$ cat src/rtl/multi_timer_pkg.sv
package multi_timer_pkg;
  localparam int unsigned SRC_W = 2;
  localparam int unsigned PRE_W = 3;
  localparam int unsigned NSRC  = 1 << SRC_W;
  localparam int unsigned CTRL_W = 3 + SRC_W + PRE_W;

  typedef struct packed {
    logic             oneshot;
    logic [PRE_W-1:0] pre;
    logic [SRC_W-1:0] src;
    logic             reload;
    logic             en;
  } ctrl_t;

  localparam logic [7:0] OFF_IEN = 8'h00;
  localparam logic [7:0] OFF_STS = 8'h04;
  localparam int unsigned CH_STRIDE = 16;
  localparam int unsigned CH_BASE   = 16;
  localparam int unsigned SUB_IVAL  = 4;
  localparam int unsigned SUB_CNT   = 8;
endpackage

$ cat src/rtl/tmr_prescale.sv
module tmr_prescale
  import multi_timer_pkg::*;
(
  input  logic             clk_i,
  input  logic             rst_ni,
  input  logic             run_i,
  input  logic             tick_i,
  input  logic [PRE_W-1:0] pre_i,
  output logic             tick_o
);
  localparam int unsigned PCNT_W = (1 << PRE_W) - 1;

  logic [PCNT_W-1:0] pcnt_q, mask;

  assign mask   = ~({PCNT_W{1'b1}} << pre_i);
  assign tick_o = run_i & tick_i & ((pcnt_q & mask) == mask);

  always_ff @(posedge clk_i or negedge rst_ni) begin
    if (!rst_ni)     pcnt_q <= '0;
    else if (!run_i) pcnt_q <= '0;
    else if (tick_i) pcnt_q <= pcnt_q + 1'b1;
  end
endmodule

$ cat src/rtl/tmr_stop_delay.sv
module tmr_stop_delay #(
  parameter int unsigned STOP_TICKS = 2
) (
  input  logic clk_i,
  input  logic rst_ni,
  input  logic arm_i,
  input  logic cancel_i,
  input  logic tick_i,
  output logic busy_o,
  output logic done_o
);
  localparam int unsigned CW = $clog2(STOP_TICKS + 1);

  logic          busy_q;
  logic [CW-1:0] cnt_q;

  assign busy_o = busy_q;
  assign done_o = busy_q & tick_i & ~arm_i & ~cancel_i & (cnt_q == CW'(1));

  always_ff @(posedge clk_i or negedge rst_ni) begin
    if (!rst_ni) begin
      busy_q <= 1'b0;
      cnt_q  <= '0;
    end else if (arm_i) begin
      busy_q <= 1'b1;
      cnt_q  <= CW'(STOP_TICKS);
    end else if (cancel_i) begin
      busy_q <= 1'b0;
    end else if (busy_q && tick_i) begin
      if (cnt_q == CW'(1)) busy_q <= 1'b0;
      cnt_q <= cnt_q - 1'b1;
    end
  end
endmodule

$ cat src/rtl/tmr_channel.sv
module tmr_channel
  import multi_timer_pkg::*;
#(
  parameter int unsigned DATA_W     = 32,
  parameter int unsigned STOP_TICKS = 2
) (
  input  logic              clk_i,
  input  logic              rst_ni,
  input  logic [NSRC-1:0]   src_tick_i,
  input  logic              ctrl_we_i,
  input  logic              ival_we_i,
  input  logic [DATA_W-1:0] wdata_i,
  output logic [CTRL_W-1:0] ctrl_o,
  output logic [DATA_W-1:0] ival_o,
  output logic [DATA_W-1:0] cnt_o,
  output logic              expire_o
);
  ctrl_t             ctrl_q, wr_ctrl, wr_store;
  logic [DATA_W-1:0] ival_q, cnt_q;
  logic              run_q, sel_tick, ptick, expire;
  logic              arm, cancel, stop_busy, stop_done;

  assign wr_ctrl  = ctrl_t'(wdata_i[CTRL_W-1:0]);
  always_comb begin
    wr_store        = wr_ctrl;
    wr_store.reload = 1'b0;
  end

  assign sel_tick = src_tick_i[ctrl_q.src];
  assign arm      = ctrl_we_i & ~wr_ctrl.en & ctrl_q.en & run_q;
  assign cancel   = ctrl_we_i & wr_ctrl.en;
  assign expire   = run_q & ptick & (cnt_q == '0);

  tmr_prescale i_pre (
    .clk_i  (clk_i),
    .rst_ni (rst_ni),
    .run_i  (run_q),
    .tick_i (sel_tick),
    .pre_i  (ctrl_q.pre),
    .tick_o (ptick)
  );

  tmr_stop_delay #(.STOP_TICKS(STOP_TICKS)) i_stop (
    .clk_i    (clk_i),
    .rst_ni   (rst_ni),
    .arm_i    (arm),
    .cancel_i (cancel),
    .tick_i   (sel_tick),
    .busy_o   (stop_busy),
    .done_o   (stop_done)
  );

  always_ff @(posedge clk_i or negedge rst_ni) begin
    if (!rst_ni) begin
      ctrl_q <= '0;
      run_q  <= 1'b0;
    end else begin
      if (expire && ctrl_q.oneshot) begin
        ctrl_q.en <= 1'b0;
        run_q     <= 1'b0;
      end
      if (stop_done) run_q <= 1'b0;
      if (ctrl_we_i) begin
        ctrl_q <= wr_store;
        if (wr_ctrl.en) run_q <= 1'b1;
      end
    end
  end

  always_ff @(posedge clk_i or negedge rst_ni) begin
    if (!rst_ni)        ival_q <= '0;
    else if (ival_we_i) ival_q <= wdata_i;
  end

  // reload strobe wins over a tick in the same cycle
  always_ff @(posedge clk_i or negedge rst_ni) begin
    if (!rst_ni)                        cnt_q <= '0;
    else if (ctrl_we_i && wr_ctrl.reload) cnt_q <= ival_q;
    else if (run_q && ptick) begin
      if (cnt_q != '0)          cnt_q <= cnt_q - 1'b1;
      else if (!ctrl_q.oneshot) cnt_q <= ival_q;
    end
  end

  assign ctrl_o   = ctrl_q;
  assign ival_o   = ival_q;
  assign cnt_o    = cnt_q;
  assign expire_o = expire;

  logic unused_busy;
  assign unused_busy = stop_busy;
endmodule

$ cat src/rtl/multi_timer.sv
module multi_timer
  import multi_timer_pkg::*;
#(
  parameter int unsigned NCH        = 2,
  parameter int unsigned DATA_W     = 32,
  parameter int unsigned ADDR_W     = 8,
  parameter int unsigned STOP_TICKS = 2
) (
  input  logic              clk_i,
  input  logic              rst_ni,
  input  logic [NSRC-1:0]   src_tick_i,
  input  logic              req_i,
  input  logic              we_i,
  input  logic [ADDR_W-1:0] addr_i,
  input  logic [DATA_W-1:0] wdata_i,
  output logic [DATA_W-1:0] rdata_o,
  output logic              irq_o
);
  logic wr, rd;
  logic [NCH-1:0] ien_q, sts_q, expire, sts_clr;
  logic [NCH-1:0][CTRL_W-1:0] ctrl_w;
  logic [NCH-1:0][DATA_W-1:0] ival_w, cnt_w;
  logic [DATA_W-1:0] rd_mux;

  assign wr = req_i & we_i;
  assign rd = req_i & ~we_i;

  for (genvar i = 0; i < NCH; i++) begin : g_ch
    localparam logic [ADDR_W-1:0] BASE = ADDR_W'(CH_BASE + CH_STRIDE * i);
    tmr_channel #(.DATA_W(DATA_W), .STOP_TICKS(STOP_TICKS)) i_ch (
      .clk_i      (clk_i),
      .rst_ni     (rst_ni),
      .src_tick_i (src_tick_i),
      .ctrl_we_i  (wr && addr_i == BASE),
      .ival_we_i  (wr && addr_i == BASE + ADDR_W'(SUB_IVAL)),
      .wdata_i    (wdata_i),
      .ctrl_o     (ctrl_w[i]),
      .ival_o     (ival_w[i]),
      .cnt_o      (cnt_w[i]),
      .expire_o   (expire[i])
    );
  end

  assign sts_clr = (wr && addr_i == ADDR_W'(OFF_STS)) ? wdata_i[NCH-1:0] : '0;

  always_ff @(posedge clk_i or negedge rst_ni) begin
    if (!rst_ni) begin
      ien_q <= '0;
      sts_q <= '0;
    end else begin
      if (wr && addr_i == ADDR_W'(OFF_IEN)) ien_q <= wdata_i[NCH-1:0];
      sts_q <= (sts_q & ~sts_clr) | expire;  // a new expiry beats a clear
    end
  end

  always_comb begin
    rd_mux = '0;
    if (addr_i == ADDR_W'(OFF_IEN)) rd_mux = DATA_W'(ien_q);
    if (addr_i == ADDR_W'(OFF_STS)) rd_mux = DATA_W'(sts_q);
    for (int i = 0; i < NCH; i++) begin
      if (addr_i == ADDR_W'(CH_BASE + CH_STRIDE * i))            rd_mux = DATA_W'(ctrl_w[i]);
      if (addr_i == ADDR_W'(CH_BASE + CH_STRIDE * i + SUB_IVAL)) rd_mux = ival_w[i];
      if (addr_i == ADDR_W'(CH_BASE + CH_STRIDE * i + SUB_CNT))  rd_mux = cnt_w[i];
    end
  end

  always_ff @(posedge clk_i or negedge rst_ni) begin
    if (!rst_ni)  rdata_o <= '0;
    else if (rd)  rdata_o <= rd_mux;
  end

  assign irq_o = |(sts_q & ien_q);
endmodule

$ cat config.mk
export PLATFORM = sky130hd
export DESIGN_NAME = multi_timer
export DESIGN_NICKNAME = d
export VERILOG_FILES = /design/src/rtl/multi_timer_pkg.sv /design/src/rtl/tmr_prescale.sv /design/src/rtl/tmr_stop_delay.sv /design/src/rtl/tmr_channel.sv /design/src/rtl/multi_timer.sv
export SDC_FILE = /design/constraint.sdc
export NUM_CORES = 1
export LEC_CHECK = 0
export ABC_AREA = 1
export BUFFER_PORTS_ARGS = -buffer_cell sky130_fd_sc_hd__buf_4
export CELL_PAD_IN_SITES_DETAIL_PLACEMENT = 0
export CELL_PAD_IN_SITES_GLOBAL_PLACEMENT = 1
export CORE_ASPECT_RATIO = 0.8
export CORE_MARGIN = 2
export CORE_UTILIZATION = 40
export CTS_BUF_LIST = sky130_fd_sc_hd__clkbuf_4
export DETAILED_ROUTE_END_ITERATION = 8
export PLACE_DENSITY = 0.79
export SYNTH_ARGS = -nofsm -noshare
export SYNTH_HDL_FRONTEND = slang
export SYNTH_SLANG_ARGS = --single-unit
$ cat constraint.sdc
create_clock -name clk_i -period 2.4 [get_ports clk_i]
set_input_delay 0 -clock clk_i [delete_from_list [all_inputs] [get_ports clk_i]]
set_output_delay 0 -clock clk_i [all_outputs]
set_load 0.1 [all_outputs]
Yosys cells after proc, flatten, opt, wreduce, memory -nomap -nowiden
Index checks and enable logic that the tools add are counted.

storage, ports and cells
  register bits = 200
  output and inout port bits = 33
  input bits = 48

cells by class
  shift operators = 2
  order comparisons = 2
  eq/ne operators = 17
  mux-type cells = 51
  bitwise logic cells = 40
  reductions and logical operators = 36
  add/sub/neg operators = 6

operator list
  kind                     count
  $mux W32                 13
  $logic_not A32 Y1        2
  $reduce_bool A32 Y1      2
  $sub A32 B1 Y32 const B  2
  $mux W7                  4
  $and A1 B1 Y1            26
  $eq A8 B5 Y1 const B     3
  $eq A8 B6 Y1 const B     3
  $mux W1                  22
  $mux W2                  9
  $add A7 B1 Y7 const B    2
  $and A7 B7 Y7            2
  $eq A7 B7 Y1             2
  $logic_and A1 B1 Y1      14
  $not A7 Y7               2
  $shl A7 B3 Y7 const A    2
  $reduce_and A2 Y1        6
  $reduce_bool A2 Y1       6
  $reduce_bool A3 Y1       4
  $eq A8 B3 Y1 const B     1
  $logic_not A8 Y1         1
  $mux W8                  1
  $ne A2 B2 Y1 const B     4
  $lt A2 B3 Y1 const B     2
  other kinds (9)          19

Logic depth before layout (Yosys ltp)
  depth in word-level cells = 12
  mapped depth = 14
  mapped depth without buffers = 13

Cells and area by module
From an unflattened synthesis, not the netlist that was laid out.

unflattened totals
  cells, all modules = 1752
  area, all modules = 12296.8 um2

by module, submodules not included
  module          seq. area each (um2)  area an instance (um2)  times used  cells an instance
  tmr_channel     1801.7                4252.8                  2           588
  multi_timer     900.9                 2617.5                  1           414
  tmr_prescale    175.2                 401.6                   2           56
  tmr_stop_delay  75.1                  185.2                   2           25

Worst setup path after synthesis
OpenSTA, ideal clock, no wires.

  kind = register to register
  start point = register g_ch[0].i_ch.cnt_q[0]
  end point = register g_ch[0].i_ch.cnt_q[26]
  setup time = 117 ps
  cell stages (with the launch flop) = 14
  path slack = 737 ps
  data required time = 2283 ps
  arrival time = 1545 ps
  buffers on the path = 1
  cell sequence = dfrtp_1 -> inv_1 -> ha_1 -> inv_1 -> nor2_1 -> nand2_1 -> nor2_1 -> nand3_1 -> nor2_1 -> nor2_1 -> clkbuf_1 -> nand3_1 -> nand3_1 -> nand2_1

on the way
  word-level cells in the longest chain between the ends = 4
  elaborated cells on any way between the ends = 7

ends and longest elaborated chain
  what                                                           line               RTL
  start, declared                                                tmr_channel.sv:19  logic [DATA_W-1:0] ival_q, cnt_q;
  start signal, assigned                                         tmr_channel.sv:78  else if (ctrl_we_i && wr_ctrl.reload) cnt_q <= ival_q;
  start signal, assigned                                         tmr_channel.sv:80  if (cnt_q != '0) cnt_q <= cnt_q - 1'b1;
  start signal, assigned                                         tmr_channel.sv:81  else if (!ctrl_q.oneshot) cnt_q <= ival_q;
  $sub A32 B1 Y32 / $reduce_bool A32 Y1 (equally long branches)  tmr_channel.sv:80
  $mux W32                                                       tmr_channel.sv:80
  $mux W32                                                       tmr_channel.sv:79  else if (run_q && ptick) begin
  $mux W32                                                       tmr_channel.sv:78

Parallel ways exist; a longest one is shown, timed or not. The select of a mux whose other input is x is not followed.
A chain may end at the register's enable or synchronous reset.

Worst setup path after layout
  start point = input we_i
  end point = register g_ch[1].i_ch.run_q

on the way
  word-level cells in the longest chain between the ends = 12
  elaborated cells on any way between the ends = 14

ends and longest elaborated chain
  what                         line                  RTL
  start, declared              multi_timer.sv:13     input logic we_i,
  $and A1 B1 Y1 *              multi_timer.sv:25     assign wr = req_i & we_i;
  $logic_and A1 B1 Y1 *        multi_timer.sv:34     .ctrl_we_i (wr && addr_i == BASE),
  $and A1 B1 Y1 (3 in series)  tmr_channel.sv:30     assign arm = ctrl_we_i & ~wr_ctrl.en & ctrl_q.en & run_q;
  $not A1 Y1                   tmr_stop_delay.sv:18  assign done_o = busy_q & tick_i & ~arm_i & ~cancel_i & (cnt_q == CW'(1));
  $and A1 B1 Y1 (3 in series)  tmr_stop_delay.sv:18
  $mux W1                      tmr_channel.sv:62     if (stop_done) run_q <= 1'b0;
  $mux W1                      tmr_channel.sv:65     if (wr_ctrl.en) run_q <= 1'b1;
  $mux W1 *                    tmr_channel.sv:63     if (ctrl_we_i) begin
  end signal, assigned         tmr_channel.sv:60     run_q <= 1'b0;
  end signal, assigned         tmr_channel.sv:62
  end signal, assigned         tmr_channel.sv:65
  end, declared                tmr_channel.sv:20     logic run_q, sel_tick, ptick, expire;

Every way passes the cells marked *; elsewhere a longest branch is shown, timed or not.

==> impl_metrics.py <==
metrics = {
    "sta": {
        "slew_viol_final": 0,
        "rsz0062_at_grt": "no",
        "period_minus_slack_ps": 2356,
        "fin_ws_ps": 44.46,
        "tightest_slew_ps": 1091,
        "finalHoldViolCount": 0,
        "setup_viol": 0,
        "setup-tns-final_ps": 0,
        "clock.fmax_mhz": 424.5,
        "skew_ps": 34.74,
        "period_share_pct": 98.15,
        "relSlewSlack_pct": 27.21,
    },
    "grt": {
        "grt_usage_pct": 26.23,
        "grt_pass1_vias": 11420,
        "grt_first_pass_wirelength_um": 64290,
        "overflow": 0,
        "antenna_found_initial": 3,
        "grt_max_degree": 77,
    },
    "drt": {
        "drc": 0,
        "routed_wl_um": 40200,
        "first_pass_iters": 6,
        "vias": 12070,
        "drtIter0Drc": 1145,
        "postRouteAntennaNets": 0,
        "routedWlPerCell_um": 16.94,
        "viasPerCell": 5.086,
    },
    "die": {
        "core_mm2": 0.03010,
        "rows": 57,
        "initial_core_util_pct": 40.36,
        "die_x_um": 198.8,
        "ios": 81,
        "die_area_mm2": 0.03178,
        "fp.dieH_um": 159.9,
    },
    "synthesis": {
        "synth_top_cell_area_share_pct": 41.21,
        "async_flop_share_pct": 100.0,
        "yosysUniqueCellTypes": 39,
        "ys_seq_area_share_pct": 41.21,
        "synth_ff_type": "dfrtp_1",
        "synthCells": 1802,
        "yosys_register_bits": 200,
        "syn_area_per_cell_um2": 6.740,
        "synth_top_cell_by_area": "dfrtp_1",
        "yosysWarnings": 0,
        "synth.area.top_cells": "dfrtp_1 41%, nand2_1 21%, o21ai_0 6.1%",
        "synth_area_mm2": 0.01215,
        "synth-edff-count": 0,
        "synth_nets": 1858,
    },
    "clocking": {
        "cts_buffer_depth": 2,
        "cts_buffers": 17,
        "clk_root_buffer_cell": "clkbuf_4",
        "cts.sinks": 200,
        "clk_latency_ps": 620,
        "cts_tree": "done",
        "htree_levels": 4,
        "clk_pin_slew_ps": 190,
    },
    "worst_setup_path": {
        "cp.depth": 9,
        "regToRegSetupSlack_ps": 190,
        "cp-endpoint": "g_ch[1].i_ch.run_q",
        "cp.required_ps": 2930,
        "crit_slowest_cell": "dlygate4sd3_1",
        "start_kind": "primary input",
        "critical_path_arrival_ps": 2890,
        "crit_top_cell": "dlygate4sd3_1",
        "path_max_fanout": 5,
        "rr_startpoint": "g_ch[1].i_ch.cnt_o[9]",
        "r2r-end": "g_ch[1].i_ch.run_q",
        "crit_start": "we_i",
        "critical_path_class": "in2reg",
        "cp-end-kind": "register",
        "worst-path-buf-inv": 5,
        "r2r_cells": 9,
        "cp_top_family": "buffers and inverters",
        "path_cells": "dlygate4sd3_1 -> buf_4 -> nand2_1 -> dlygate4sd3_1 -> nor2_4 -> nand2_1 -> dlygate4sd3_1 -> o21ai_0 -> dlygate4sd3_1",
        "slowest_delay_ps": 710,
    },
    "power_and_ir_drop": {
        "p_switching_mw": 6.478,
        "p_sw_share_pct": 49.10,
        "internal_power_mw": 6.716,
        "finalPower_mw": 13.19,
        "seqPwrFrac_pct": 33.5,
        "powerDensity_mw_per_mm2": 928.2,
        "cellLeakagePower_nw": 7.203,
        "p_clk_share_pct": 15.3,
        "ir_drop_mv": 0.3895,
        "p_comb_share_pct": 51.2,
    },
    "run": {
        "timing.max_cap.violations": 0,
    },
    "placed_design": {
        "dpl_worst_slack_ps": 289.6,
        "place_hpwl_um": 30310,
        "io_buffers": 80,
        "globalplace.congestion": 0.9758,
    },
    "final_layout": {
        "final_util_pct": 47.23,
        "drive_gt1_share_pct": 11.43,
        "num-nets-final": 2002,
        "most-common-layout-cells": "690 x nand2_1, 200 x dfrtp_1, 192 x inv_1",
        "regArea_mm2": 0.005005,
        "syn2layout_area_growth_pct": 17.04,
        "fillCellCount": 3137,
        "multiInputGateArea_mm2": 0.006081,
        "final_common_cell": "nand2_1",
    },
    "status": {
        "outcome": "completed",
    },
    "hold_path": {
        "hp-class": "in2reg",
    },
}
[area by class of cell]
class | count | share of cell area, %
diodes | 1 | 0.01760
repair buffers | 178 | 10.92
clock buffers | 17 | 0.8978
multi-input cells | 1351 | 42.78
inverters | 198 | 5.264
flip-flops and latches | 200 | 35.21
clock inverters | 15 | 1.276
well taps | 413 | 3.635
[power by group through the flow]
| stage | Combinational [mW] | Clock (mW) | Sequential (mW) |
|---|---|---|---|
| 2_1_floorplan | 4.61 | 0 | 4.33 |
| 3_3_place_gp | 6.58 | 0 | 4.44 |
| 4_1_cts | 6.67 | 2.06 | 4.40 |
| 5_1_grt | 7.58 | 2.21 | 4.49 |
| 6_report | 6.76 | 2.02 | 4.42 |
| 3_5_place_dp | 6.57 | 0 | 4.46 |
[worst min-delay path, delay by kind of cell]
family	cells	cell delay [ps]
buffers and inverters	3	660
AO/OA/AOI/OAI	1	110
[cells by family after synthesis]
| family | share of synthesized area [%] |
|---|---|
| fa+ha+maj | 0.8242 |
| simple gates | 38.88 |
| compound gates | 9.272 |
| xor+xnor | 1.010 |
| buf+inv | 8.808 |
| flops | 41.21 |
[flip-flops by register name, summed over array words and instances, names as in the netlist]
signal                   flops
g_ch.i_ch.cnt_o             64
sts_q                        2
g_ch.i_ch.ctrl_o            14
g_ch.i_ch.ival_o            64
g_ch.i_ch.i_stop.cnt_q       4
g_ch.i_ch.i_stop.busy_o      2
rdata_o                     32
ien_q                        2
g_ch.i_ch.i_pre.pcnt_q      14
g_ch.i_ch.run_q              2
[Yosys cell counts (4+ instances only)]
cell and instances:
nand4_1 19, xnor2_1 6, inv_1 192, o211ai_1 19
nand2_2 21, nand3_2 9, inv_2 4, ha_1 8
nand2_4 4, o21ai_0 147, nand3_1 144, clkbuf_1 24
o21ai_1 18, buf_2 14, o22ai_1 5, xor2_1 8
nand2_1 691, nor3_1 11, nor2_1 194, buf_6 13
dfrtp_1 200, a21oi_1 7, nor2_2 15, nor2_4 9
[per-layer routing]
layer | track usage, % | vias to the layer above | wire length (um)
met5 | 0 | - | 0
met4 | 4.579 | 0 | 444
met3 | 4.900 | 22 | 2824
met2 | 38.94 | 371 | 17440
met1 | 40.02 | 5692 | 19490
li1 | - | 5983 | -
[worst min-delay path by stage]
stage	startpoint	endpoint	depth (start not counted)
2_1_floorplan	rst_ni	g_ch[0].i_ch.cnt_o[0]	0
4_1_cts	wdata_i[18]	g_ch[1].i_ch.ival_o[18]	4
3_3_place_gp	rst_ni	g_ch[1].i_ch.cnt_o[23]	1
3_5_place_dp	rst_ni	g_ch[1].i_ch.i_pre.pcnt_q[2]	1
5_1_grt	wdata_i[18]	g_ch[1].i_ch.ival_o[18]	4
6_report	wdata_i[20]	g_ch[1].i_ch.ival_o[20]	4
[stage by stage]
stage          cell area, um^2  cells  hold slack (ps)
3_3_place_gp             13350   2285            84.96
4_1_cts                  14200   2371            141.7
3_5_place_dp             13350   2285            87.50
2_1_floorplan            12150   1802           -295.6
5_1_grt                  14210   2373            158.8
6_report                 14210   2373            180.3
[repair_timing]
item	CTS	global route
resized for setup	0	2
hold buffers	54	0
setup buffers	0	1
setup endpoints to repair	0	1
hold endpoints to repair	327	0
(Power assumes the default switching activity.)
